<file path="src/rtl/bcd_clk_pkg.sv">
package bcd_clk_pkg;
  localparam int DIG_W = 4;
  typedef logic [DIG_W-1:0] digit_t;

  typedef enum logic [3:0] {
    A_SEC1 = 4'd0, A_SEC10 = 4'd1, A_MIN1 = 4'd2, A_MIN10 = 4'd3,
    A_HR1  = 4'd4, A_HR10  = 4'd5, A_DAY1 = 4'd6, A_DAY10 = 4'd7,
    A_MON1 = 4'd8, A_MON10 = 4'd9, A_YR1  = 4'd10, A_YR10 = 4'd11,
    A_WDAY = 4'd12
  } waddr_e;

  // value mod 4 of a two-digit BCD year: 10 mod 4 = 2
  function automatic logic bcd_leap(input digit_t y10, input digit_t y1);
    logic [1:0] r;
    r = y1[1:0] + {y10[0], 1'b0};
    return (r == 2'd0);
  endfunction

  function automatic logic [4:0] last_day(input digit_t m10, input digit_t m1,
                                          input logic leap);
    logic [4:0] mb;
    mb = (m10[0] ? 5'd10 : 5'd0) + {1'b0, m1};
    case (mb)
      5'd2:                        return leap ? 5'd29 : 5'd28;
      5'd4, 5'd6, 5'd9, 5'd11:     return 5'd30;
      default:                     return 5'd31;
    endcase
  endfunction
endpackage

</file>
<file path="src/rtl/bcd_clk_prescale.sv">
module bcd_clk_prescale #(
  parameter int TICKS = 64
) (
  input  logic clk,
  input  logic rst,
  input  logic tick_en,
  input  logic halt,
  input  logic clr,
  output logic step_o
);
  localparam int CW = (TICKS > 1) ? $clog2(TICKS) : 1;
  localparam logic [CW-1:0] LAST = CW'(TICKS - 1);

  logic [CW-1:0] cnt;

  always_ff @(posedge clk) begin
    if (rst || clr) begin
      cnt    <= '0;
      step_o <= 1'b0;
    end else begin
      step_o <= 1'b0;
      if (tick_en && !halt) begin
        if (cnt == LAST) begin
          cnt    <= '0;
          step_o <= 1'b1;
        end else begin
          cnt <= cnt + 1'b1;
        end
      end
    end
  end


  halt_hold_chk: assert property (@(posedge clk) disable iff (rst)
    (halt && !clr) |=> ($stable(cnt) && !step_o));


  clr_zero_chk: assert property (@(posedge clk) disable iff (rst)
    clr |=> (cnt == '0 && !step_o));
endmodule

</file>
<file path="src/rtl/bcd_clk_time.sv">
module bcd_clk_time
  import bcd_clk_pkg::*;
(
  input  logic       clk,
  input  logic       rst,
  input  logic       adv,
  input  logic       adj,
  input  logic       mode24,
  input  logic       wr_en,
  input  logic [3:0] wr_addr,
  input  digit_t     wr_data,
  output logic [7:0] sec_o,
  output logic [7:0] min_o,
  output logic [7:0] hour_o,
  output logic       sec_pulse_o,
  output logic       min_pulse_o,
  output logic       hour_pulse_o,
  output logic       day_step_o
);
  digit_t s1, s10, m1, m10, h1, h10;
  digit_t nh1, nh10;
  logic   sec_top, min_top, do_min, do_hour, hr_day, pm;
  logic [1:0] ht;

  always_comb begin
    sec_top = (s10 == 4'd5) && (s1 == 4'd9);
    min_top = (m10 == 4'd5) && (m1 == 4'd9);
    do_min  = adj ? (s10 >= 4'd3) : (adv && sec_top);
    do_hour = do_min && min_top;
    ht      = h10[1:0];
    pm      = h10[2];
    hr_day  = 1'b0;
    nh1     = h1;
    nh10    = h10;
    if (mode24) begin
      if (ht == 2'd2 && h1 == 4'd3) begin
        nh1 = 4'd0; nh10 = 4'd0; hr_day = 1'b1;
      end else if (h1 == 4'd9) begin
        nh1 = 4'd0; nh10 = {2'b00, ht + 2'd1};
      end else begin
        nh1 = h1 + 4'd1; nh10 = {2'b00, ht};
      end
    end else begin
      if (ht == 2'd1 && h1 == 4'd1) begin
        nh1 = 4'd2; nh10 = {1'b0, ~pm, 2'b01}; hr_day = pm;
      end else if (ht == 2'd1 && h1 == 4'd2) begin
        nh1 = 4'd1; nh10 = {1'b0, pm, 2'b00};
      end else if (h1 == 4'd9) begin
        nh1 = 4'd0; nh10 = {1'b0, pm, 2'b01};
      end else begin
        nh1 = h1 + 4'd1; nh10 = {1'b0, pm, ht};
      end
    end
    day_step_o = do_hour && hr_day;
  end

  always_ff @(posedge clk) begin
    if (rst) begin
      s1 <= '0; s10 <= '0; m1 <= '0; m10 <= '0; h1 <= '0; h10 <= '0;
      sec_pulse_o <= 1'b0; min_pulse_o <= 1'b0; hour_pulse_o <= 1'b0;
    end else if (wr_en) begin
      sec_pulse_o <= 1'b0; min_pulse_o <= 1'b0; hour_pulse_o <= 1'b0;
      case (wr_addr)
        A_SEC1:  s1  <= wr_data;
        A_SEC10: s10 <= wr_data;
        A_MIN1:  m1  <= wr_data;
        A_MIN10: m10 <= wr_data;
        A_HR1:   h1  <= wr_data;
        A_HR10:  h10 <= wr_data;
        default: ;
      endcase
    end else begin
      if (adj) begin
        s1 <= '0; s10 <= '0;
      end else if (adv) begin
        if (sec_top)            begin s1 <= '0; s10 <= '0; end
        else if (s1 == 4'd9)    begin s1 <= '0; s10 <= s10 + 4'd1; end
        else                    s1 <= s1 + 4'd1;
      end
      if (do_min) begin
        if (min_top)            begin m1 <= '0; m10 <= '0; end
        else if (m1 == 4'd9)    begin m1 <= '0; m10 <= m10 + 4'd1; end
        else                    m1 <= m1 + 4'd1;
      end
      if (do_hour) begin
        h1 <= nh1; h10 <= nh10;
      end
      sec_pulse_o  <= adv && !adj;
      min_pulse_o  <= do_min;
      hour_pulse_o <= do_hour;
    end
  end

  assign sec_o  = {s10, s1};
  assign min_o  = {m10, m1};
  assign hour_o = {h10, h1};


  min_at_zero_chk: assert property (@(posedge clk) disable iff (rst)
    min_pulse_o |-> (sec_o == 8'h00));


  hour_with_min_chk: assert property (@(posedge clk) disable iff (rst)
    hour_pulse_o |-> (min_pulse_o && min_o == 8'h00));


  adj_clears_chk: assert property (@(posedge clk) disable iff (rst)
    (adj && !wr_en) |=> (sec_o == 8'h00 && !sec_pulse_o));
endmodule

</file>
<file path="src/rtl/bcd_clk_date.sv">
module bcd_clk_date
  import bcd_clk_pkg::*;
(
  input  logic       clk,
  input  logic       rst,
  input  logic       day_step,
  input  logic       wr_en,
  input  logic [3:0] wr_addr,
  input  digit_t     wr_data,
  output logic [7:0] day_o,
  output logic [7:0] mon_o,
  output logic [7:0] year_o,
  output logic [2:0] wday_o
);
  digit_t d1, d10, mo1, mo10, y1, y10;
  logic [2:0] wday;
  logic       leap, day_end, mon_top, yr_top;
  logic [4:0] dlast;
  logic [5:0] dbin;

  always_comb begin
    leap    = bcd_leap(y10, y1);
    dlast   = last_day(mo10, mo1, leap);
    dbin    = {4'b0, d10[1:0]} * 6'd10 + {2'b0, d1};
    day_end = (dbin == {1'b0, dlast});
    mon_top = mo10[0] && (mo1 == 4'd2);
    yr_top  = (y10 == 4'd9) && (y1 == 4'd9);
  end

  always_ff @(posedge clk) begin
    if (rst) begin
      d1 <= 4'd1; d10 <= '0; mo1 <= 4'd1; mo10 <= '0;
      y1 <= '0; y10 <= '0; wday <= '0;
    end else if (wr_en) begin
      case (wr_addr)
        A_DAY1:  d1   <= wr_data;
        A_DAY10: d10  <= wr_data;
        A_MON1:  mo1  <= wr_data;
        A_MON10: mo10 <= wr_data;
        A_YR1:   y1   <= wr_data;
        A_YR10:  y10  <= wr_data;
        A_WDAY:  wday <= wr_data[2:0];
        default: ;
      endcase
    end else if (day_step) begin
      wday <= (wday >= 3'd6) ? 3'd0 : wday + 3'd1;
      if (day_end) begin
        d1 <= 4'd1; d10 <= '0;
        if (mon_top) begin
          mo1 <= 4'd1; mo10 <= '0;
          if (yr_top)              begin y1 <= '0; y10 <= '0; end
          else if (y1 == 4'd9)     begin y1 <= '0; y10 <= y10 + 4'd1; end
          else                     y1 <= y1 + 4'd1;
        end else if (mo1 == 4'd9) begin
          mo1 <= '0; mo10 <= 4'd1;
        end else begin
          mo1 <= mo1 + 4'd1;
        end
      end else if (d1 == 4'd9) begin
        d1 <= '0; d10 <= d10 + 4'd1;
      end else begin
        d1 <= d1 + 4'd1;
      end
    end
  end

  assign day_o  = {d10, d1};
  assign mon_o  = {mo10, mo1};
  assign year_o = {y10, y1};
  assign wday_o = wday;


  wday_moves_chk: assert property (@(posedge clk) disable iff (rst)
    (day_step && !wr_en) |=> (wday != $past(wday)));


  day_wrap_chk: assert property (@(posedge clk) disable iff (rst)
    (day_step && !wr_en && day_end) |=> (day_o == 8'h01));
endmodule

</file>
<file path="src/rtl/bcd_clock_chain.sv">
module bcd_clock_chain #(
  parameter int TICKS_PER_SEC = 64
) (
  input  logic       clk,
  input  logic       rst,
  input  logic       tick_en,
  input  logic       halt,
  input  logic       presc_clr,
  input  logic       adj_req,
  input  logic       mode24,
  input  logic       wr_en,
  input  logic [3:0] wr_addr,
  input  logic [3:0] wr_data,
  output logic [7:0] sec_o,
  output logic [7:0] min_o,
  output logic [7:0] hour_o,
  output logic [7:0] day_o,
  output logic [7:0] mon_o,
  output logic [7:0] year_o,
  output logic [2:0] wday_o,
  output logic       sec_pulse_o,
  output logic       min_pulse_o,
  output logic       hour_pulse_o
);
  logic step, adv, adj, day_step;

  assign adv = step && !wr_en;
  assign adj = adj_req && !wr_en;

  bcd_clk_prescale #(.TICKS(TICKS_PER_SEC)) u_pre (
    .clk(clk), .rst(rst), .tick_en(tick_en), .halt(halt),
    .clr(presc_clr), .step_o(step)
  );

  bcd_clk_time u_time (
    .clk(clk), .rst(rst), .adv(adv), .adj(adj), .mode24(mode24),
    .wr_en(wr_en), .wr_addr(wr_addr), .wr_data(wr_data),
    .sec_o(sec_o), .min_o(min_o), .hour_o(hour_o),
    .sec_pulse_o(sec_pulse_o), .min_pulse_o(min_pulse_o),
    .hour_pulse_o(hour_pulse_o), .day_step_o(day_step)
  );

  bcd_clk_date u_date (
    .clk(clk), .rst(rst), .day_step(day_step),
    .wr_en(wr_en), .wr_addr(wr_addr), .wr_data(wr_data),
    .day_o(day_o), .mon_o(mon_o), .year_o(year_o), .wday_o(wday_o)
  );


  sec_pulse_single_chk: assert property (@(posedge clk) disable iff (rst)
    sec_pulse_o |=> !sec_pulse_o);


  write_no_pulse_chk: assert property (@(posedge clk) disable iff (rst)
    wr_en |=> (!sec_pulse_o && !min_pulse_o && !hour_pulse_o));
endmodule

</file>
<file path="config.mk">
export PLATFORM = sky130hd
export DESIGN_NAME = bcd_clock_chain
export DESIGN_NICKNAME = d
export VERILOG_FILES = /design/src/rtl/bcd_clk_pkg.sv /design/src/rtl/bcd_clk_prescale.sv /design/src/rtl/bcd_clk_time.sv /design/src/rtl/bcd_clk_date.sv /design/src/rtl/bcd_clock_chain.sv
export SDC_FILE = /design/constraint.sdc
export NUM_CORES = 1
export LEC_CHECK = 0
export BUFFER_PORTS_ARGS = -buffer_cell sky130_fd_sc_hd__clkbuf_2
export CAP_MARGIN = 25
export CELL_PAD_IN_SITES_DETAIL_PLACEMENT = 1
export CELL_PAD_IN_SITES_GLOBAL_PLACEMENT = 1
export CORE_MARGIN = 10
export CORE_UTILIZATION = 42
export DETAILED_ROUTE_END_ITERATION = 6
export GPL_ROUTABILITY_DRIVEN = 1
export PLACE_DENSITY_LB_ADDON = 0.1
export SLEW_MARGIN = 10
export SYNTH_ARGS = -nofsm -noshare
export SYNTH_HDL_FRONTEND = slang
export SYNTH_SLANG_ARGS = --single-unit
</file>
<file path="constraint.sdc">
create_clock -name clk -period 3 [get_ports clk]
set_input_delay 0.6 -clock clk [delete_from_list [all_inputs] [get_ports clk]]
set_output_delay 0.6 -clock clk [all_outputs]
set_load 0.01 [all_outputs]
</file>
=== Yosys cells after proc, flatten, opt, wreduce, memory -nomap -nowiden ===
Index checks and enable logic that the tools add are counted.

* Output and inout port bits: 54
* Register bits after elaboration: 61
* Word-level logic and storage cells: 228
* Input port bits: 16

* Reduce and logical (&&, ||, !) cells: 51
* $mul: 1
* Equal/unequal tests: 48
* Magnitude comparators: 2
* Bitwise logic cells: 2
* Add/subtract/negate cells: 16
* Muxes and demuxes: 88

{| class="wikitable"
|+ Operator list
! cell !! count
|-
| $mux W4 || 74
|-
| $eq A4 B4 Y1 const B || 12
|-
| $add A4 B1 Y4 const B || 10
|-
| $ne A2 B1 Y1 const B || 13
|-
| $eq A4 B3 Y1 const B || 6
|-
| $eq A4 B2 Y1 const B || 5
|-
| $reduce_bool A3 Y1 || 6
|-
| $reduce_and A3 Y1 || 5
|-
| $logic_and A1 B1 Y1 || 14
|-
| $mux W3 || 4
|-
| $reduce_and A2 Y1 || 6
|-
| $reduce_and A4 Y1 || 3
|-
| $eq A5 B3 Y1 const B || 2
|-
| $eq A5 B4 Y1 const B || 2
|-
| $pmux W5 S2 || 1
|-
| $reduce_bool A2 Y1 || 5
|-
| $eq A4 B1 Y1 const B || 2
|-
| $add A6 B1 Y6 const B || 1
|-
| $add A6 B4 Y6 || 1
|-
| $eq A6 B5 Y1 || 1
|-
| $eq A6 B6 Y1 const B || 1
|-
| $mux W1 || 6
|-
| $mux W6 || 1
|-
| $add A5 B4 Y5 || 1
|-
| other kinds (21) || 26
|}

=== Longest topological paths before layout ===
* Word-level depth: 9
* Mapped depth: 10
* Depth with buffers taken out: 8

=== Cells and area by module ===
A second synthesis with hierarchy kept.

* Cell total of the unflattened synthesis: 492
* Area, all modules: 4052.6 um^2

{| class="wikitable"
|+ By module, submodules not included
! module !! cells an instance !! times used !! seq. area each (um^2) !! area an instance (um^2)
|-
| bcd_clk_date || 247 || 1 || 540.5 || 1983.2
|-
| bcd_clk_time || 208 || 1 || 540.5 || 1729.2
|-
| bcd_clk_prescale || 35 || 1 || 140.1 || 327.8
|-
| bcd_clock_chain || 2 || 1 || 0.0 || 12.5
|}

=== Least setup slack after synthesis ===
Ideal clock, no wire load.

* Kind: register to register
* Start point: register u_date.mo1[1]
* End point: register u_date.y1[1]
* Buffers on the path: 1
* Setup time: 0.121 ns
* Period minus slack after synthesis: 2.683 ns
* Cell stages (with the launch flop): 10
* Data arrival time: 2.562 ns
* Setup slack: 0.317 ns
* Data required time: 2.879 ns
* Path through: dfxtp_1 -> ha_1 -> ha_1 -> nor3b_2 -> a31o_2 -> o2111ai_1 -> or3_1 -> clkbuf_1 -> o31a_1 -> mux2_4

* Word-level cells in the longest chain between the ends: 7
* Elaborated cells between the ends (all ways): 14
* Those cells by class: add/sub: 1; eq/ne: 7; mux: 1; reduce/logical: 5

{| class="wikitable"
|+ Ends and longest elaborated chain
! item !! line !! RTL
|-
| start, declared || bcd_clk_date.sv:15 || <nowiki>digit_t d1, d10, mo1, mo10, y1, y10;</nowiki>
|-
| start signal, assigned || bcd_clk_date.sv:38 || <nowiki>A_MON1: mo1 <= wr_data;</nowiki>
|-
| start signal, assigned || bcd_clk_date.sv:57 || <nowiki>mo1 <= mo1 + 4'd1;</nowiki>
|-
| $add A5 B4 Y5 || bcd_clk_pkg.sv:22 || <nowiki>mb = (m10[0] ? 5'd10 : 5'd0) + {1'b0, m1};</nowiki>
|-
| $eq A5 B3 Y1 or $eq A5 B4 Y1 (tied branches) || bcd_clk_pkg.sv:23 || <nowiki>case (mb)</nowiki>
|-
| $reduce_or A4 Y1 || bcd_clk_pkg.sv:23 ||
|-
| $pmux W5 S2 || bcd_clk_pkg.sv:23 ||
|-
| $eq A6 B5 Y1 || bcd_clk_date.sv:25 || <nowiki>day_end = (dbin == {1'b0, dlast});</nowiki>
|-
| $reduce_bool A2 Y1 (no source line) || n/a ||
|-
| $reduce_and A4 Y1 (no source line) (*) || n/a ||
|-
| end signal, assigned || bcd_clk_date.sv:40 || <nowiki>A_YR1: y1 <= wr_data;</nowiki>
|-
| end signal, assigned || bcd_clk_date.sv:53 || <nowiki>else y1 <= y1 + 4'd1;</nowiki>
|-
| end, declared || bcd_clk_date.sv:15 ||
|}

Mark *: on every way between the ends. The rest lies on a longest branch, timed or not.
A chain may end at the register's enable or synchronous reset.

=== Worst setup path after layout ===
* Start point: register u_date.mo10[0]
* End point: register u_date.y1[1]

* Word-level cells in the longest chain between the ends: 8
* Elaborated cells between the ends (all ways): 14
* Those cells by class: add/sub: 1; eq/ne: 6; mux: 2; reduce/logical: 5

{| class="wikitable"
|+ Ends and longest elaborated chain
! item !! line !! RTL
|-
| start, declared || bcd_clk_date.sv:15 ||
|-
| start signal, assigned || bcd_clk_date.sv:39 || <nowiki>A_MON10: mo10 <= wr_data;</nowiki>
|-
| $mux W4 || bcd_clk_pkg.sv:22 ||
|-
| $add A5 B4 Y5 || bcd_clk_pkg.sv:22 ||
|-
| $eq A5 B3 Y1 or $eq A5 B4 Y1 (tied branches) || bcd_clk_pkg.sv:23 ||
|-
| $reduce_or A4 Y1 || bcd_clk_pkg.sv:23 ||
|-
| $pmux W5 S2 || bcd_clk_pkg.sv:23 ||
|-
| $eq A6 B5 Y1 || bcd_clk_date.sv:25 ||
|-
| $reduce_bool A2 Y1 (no source line) || n/a ||
|-
| $reduce_and A4 Y1 (no source line) (*) || n/a ||
|}

Marks and branches as above.

==> qor_table.md <==
| Item | Value |
|:---|:---|
| Antenna violations before repair | 0 |
| Hold_buf cts | 0 |
| Net switching share of the total power | 26.4% |
| Required time at the endpoint of the critical path | 3.23 ns |
| Critical Path Max Stage Delay | 0.46 ns |
| Skew-Pair Late Insertion Delay | 0.34 ns |
| Total power density per cell area | 395 mW/mm2 |
| Pin count of the biggest net entering global routing | 40 |
| Clock tree root buffer cell | sky130_fd_sc_hd__clkbuf_8 |
| Adder-cell area share of the yosys netlist | 6.43% |
| Number of instances in the synthesized netlist | 506 |
| Number of filler cells placed in the layout | 1191 |
| Overall via count from detail_route | 4157 |
| Via count of the first global-routing pass | 4254 |
| Post-route DRC violation count | 0 |
| Pre-CTS setup slack | 0.153 ns |
| Detailed placer's ending HPWL | 10200 um |
| Capturing point of the worst reg2reg path | u_date.y1[1] |
| Portion of total power attributed to combinational logic | 11.6% |
| Number of placed instances, taps included | 697 |
| Min cycle time layout | 2.87 ns |
| Length of the first detailed-routing pass in iterations | 4 |
| Combined area of the multi-input logic cells | 0.00265 mm2 |
| Number of gates on the worst path with buffers counted | 8 |
| Number of warnings reported in the yosys synthesis log | 0 |
| Post-synthesis share of cell area spent on xor and xnor gates | 2.37% |
| EDFF count, synth | 0 |
| Number of buffers created by CTS | 9 |
| Worst R2R Start | u_date.mo10[0] |
| Worst Reg2Reg Path Length in Cells | 8 |
| Synthesized net count | 542 |
| Die X | 118 um |
| Global-route wire length before repair | 22400 um |
| Setup WS post-layout | 0.132 ns |
| Fraction of the mapped netlist area in compound gates | 24.0% |
| Post-synth design cell area | 0.00401 mm2 |
| Synthesis-to-finish area growth | 19.1% |
| Die footprint | 0.0138 mm2 |
| Number of H-tree levels | 3 |
| Dominant combinational cell family by area after synthesis | simple AND/OR/NAND/NOR gates |
| Reg2reg setup slack | 0.13 ns |
| Clock-pin slew on the worst setup and hold paths | 0.07 ns |
| Non-filler instance count after layout | 712 |
| Die span in y | 118 um |
| Share of the clock period used by the worst path | 95.6% |
| Most frequently used flop master after synthesis | sky130_fd_sc_hd__dfxtp_1 |
| Category of cells accounting for the largest share of critical-path delay | multiplexers |
| Leakage power figure | 0.00193 uW |
| Worst-case clock buffer depth | 2 |
| CP dominant cell by count | sky130_fd_sc_hd__ha_1 |
| Worst hold-check slack | 0.492 ns |
| Number of clock sinks | 61 |
| Critical Path Sink | u_date.y1[1] |
| Max capacitance violation total | 0 |
| Residual antenna-violating net count after detailed routing | 0 |
| Number of cells traversed by the worst hold path | 2 |
| Worst path arrival time | 3.10 ns |
| Remaining Overflow, GRT | 0 |
| Slew headroom | 56.1% |
| Fin. Hold Viols | 0 |
| Vias per cell | 5.84 |
| Total setup violations reported at the end of the flow | 0 |
| Total count of max-transition violations in the final report | 0 |
| Share of flip-flops with an asynchronous set or reset | 0% |
| DR iter-0 viols | 235 |
| FF+latch count, synth | 61 |
| Wire length reported by the detailed router | 13600 um |
| Number of nets in the finished design | 615 |
| Worst vdd rail ir drop | 0.219 mV |
| ANT cells | 0 |
| Crit path cell chain | ha_1 > ha_1 > xnor2_2 > mux2i_2 > o311ai_2 > or3_1 > o31a_1 > mux2_4 |
| Maximum fanout encountered on the critical timing path | 6 |
| Gpl congestion | 0.827 |
| CP Launch Point | u_date.mo10[0] |
| Worst hold path class | reg -> reg |
| Switching power | 497 uW |
| Status | finished clean |
| Final Util | 51.4% |
| Sequential share of power | 44.8% |
| Slowest cell on crit path | sky130_fd_sc_hd__or3_1 |
| Register Area | 0.00122 mm2 |
| Average cell area after synthesis | 7.92 um2 |
| I/O Buffers | 69 |
| Placeable core region | 0.00928 mm2 |
| Kind of launch point of the worst setup path | flop |
| Transition time of the tightest slew-check pin | 0.653 ns |
| Initial standard-cell utilization of the core | 43.2% |
| Worst setup skew after layout | 0.0117 ns |
| Design internal power | 1390 uW |
| Number of cell rows | 35 |
| Fraction of final layout cells with drive strength greater than 1 | 21.8% |
| Clock tree from TritonCTS | built |
| Proportion of synthesized chip area in sequential cells | 30.5% |
| WS Path Type | reg -> reg |
| Number of ports placed on the die boundary | 70 |
| Share of cell area taken by muxes after synthesis | 5.25% |
| Simple-gate share of the synthesized area | 27.5% |
| Average wire per standard cell | 19.0 um |
| Bufs and invs on worst path | 0 |
| Crit end category | flop |
| Achievable frequency | 0.349 GHz |
| Clock share of power | 43.5% |
| Yosys cell types | 72 |
| All-Layer GR Usage | 19.1% |
[logic make-up (layout without fill, tap and decap cells)]
family,Yosys count,in the layout
simple gates,208,208
compound gates,149,149
flops,61,61
buf+inv,38,115
fa+ha+maj,20,20
mux,20,20
xor+xnor,10,10
[worst min path at each step]
| stage | start | to |
|---|---|---|
| final | u_date.mo10[3] | u_date.mo10[3] |
| after global routing | presc_clr | u_pre.cnt[4] |
| after CTS | u_date.mo10[3] | u_date.mo10[3] |
| after detailed placement | u_date.mo10[3] | u_date.mo10[3] |
| after global placement | u_date.mo10[3] | u_date.mo10[3] |
| after floorplan | u_date.mo10[3] | u_date.mo10[3] |
[stage by stage]
stage / power, uW / area [um2] / setup TNS (ns)
after detailed placement: 1080 / 4540 / 0
final: 1880 / 4770 / 0
after global routing: 1970 / 4770 / -0.00447
after floorplan: 991 / 4010 / 0
after global placement: 1070 / 4540 / 0
after CTS: 1900 / 4750 / 0
[layout make-up]
class	count	share of cell area [%]
clock buffer	11	2.96
clock inverter	4	1.52
inverter	13	1.02
multi-input combinational	407	55.4
sequential	61	25.6
tap	129	3.38
timing repair buffer	87	10.1
[routing by layer]
metal  vias to the layer above  wire length [um]  global-route usage (%)
met4                         0               159                    5.10
met5                         -                 0                       0
li1                       2017                 -                       -
met1                      2065              6230                    23.7
met2                        62              6670                    32.7
met3                        13               501                    4.08
[worst reg2reg max path, stage by stage (launching register included)]
cell                       delay, ns
sky130_fd_sc_hd__dfxtp_1        0.36
sky130_fd_sc_hd__ha_1           0.22
sky130_fd_sc_hd__ha_1           0.22
sky130_fd_sc_hd__xnor2_2        0.29
sky130_fd_sc_hd__mux2i_2        0.33
sky130_fd_sc_hd__o311ai_2       0.15
sky130_fd_sc_hd__or3_1          0.46
sky130_fd_sc_hd__o31a_1         0.41
sky130_fd_sc_hd__mux2_4         0.31
[power by group through the flow]
stage               Clock, uW  Sequential (uW)  Combinational, uW
floorplan                   0              863                127
global placement            0              862                211
detailed placement          0              863                217
CTS                       837              844                219
global route              877              847                242
finish                    819              844                219
[flip-flops by register name, indices dropped and copies added, names as in the netlist, 3 cells and up]
name           count
u_date.wday_o      3
u_date.y10         4
u_time.s1          4
u_date.y1          4
u_time.m1          4
u_date.mo10        4
u_time.s10         4
u_time.h1          4
u_time.m10         4
u_date.mo1         4
u_date.d10         4
u_date.d1          4
u_time.h10         4
u_pre.cnt          6
[cell usage in the layout (no fill, tap or decap), drive strengths merged, types with 4 or more instances in the layout]
cell type	n
inv	13
mux2i	15
a221o	4
clkbuf	80
and3	6
a31oi	5
o31ai	4
xnor2	5
nor4	7
nor3b	9
a211oi	6
a311oi	4
nand2	52
nand2b	9
and2	4
or2	7
dfxtp	61
buf	18
nor3	19
nand3	13
a21oi	39
o32ai	4
o21a	4
nor4b	5
xor2	5
nor2b	14
mux2	5
nor2	40
nand4	6
or3	5
o21ai	47
ha	19
[timing repair]
| item | 4_1_cts | 5_1_grt |
|---|---|---|
| endpoints found under the setup margin | 0 | 2 |
| buffers inserted | 0 | 0 |
| gates resized for setup | 0 | 3 |
[Yosys cell counts (4+ instances only)]
cell,number,area share [%]
sky130_fd_sc_hd__nor3b_1,8,1.5
sky130_fd_sc_hd__a221o_1,4,1.0
sky130_fd_sc_hd__a31oi_1,5,0.78
sky130_fd_sc_hd__and2_1,4,0.62
sky130_fd_sc_hd__nand2_1,52,4.9
sky130_fd_sc_hd__a311oi_1,4,0.87
sky130_fd_sc_hd__a211oi_1,6,1.1
sky130_fd_sc_hd__or2_2,7,1.1
sky130_fd_sc_hd__xor2_1,5,1.1
sky130_fd_sc_hd__nand3_1,13,1.6
sky130_fd_sc_hd__o31ai_1,4,0.75
sky130_fd_sc_hd__clkbuf_1,16,1.5
sky130_fd_sc_hd__o21ai_0,45,5.6
sky130_fd_sc_hd__nor4b_1,5,1.1
sky130_fd_sc_hd__ha_1,19,5.9
sky130_fd_sc_hd__nor3_1,19,2.4
sky130_fd_sc_hd__nor4_1,6,0.94
sky130_fd_sc_hd__dfxtp_1,61,30
sky130_fd_sc_hd__inv_1,13,1.2
sky130_fd_sc_hd__o21a_1,4,0.75
sky130_fd_sc_hd__mux2i_1,15,3.7
sky130_fd_sc_hd__and3_1,6,0.94
sky130_fd_sc_hd__mux2_2,4,1.1
sky130_fd_sc_hd__a21oi_1,39,4.9
sky130_fd_sc_hd__nor2b_1,14,2.2
sky130_fd_sc_hd__xnor2_1,4,0.87
sky130_fd_sc_hd__o32ai_1,4,0.87
sky130_fd_sc_hd__nor2_1,40,3.7
sky130_fd_sc_hd__nand2b_1,9,1.4
sky130_fd_sc_hd__nand4_1,6,0.94
sky130_fd_sc_hd__buf_1,4,0.37
sky130_fd_sc_hd__or3_1,5,0.78
Power figures use the tool's default switching activity.
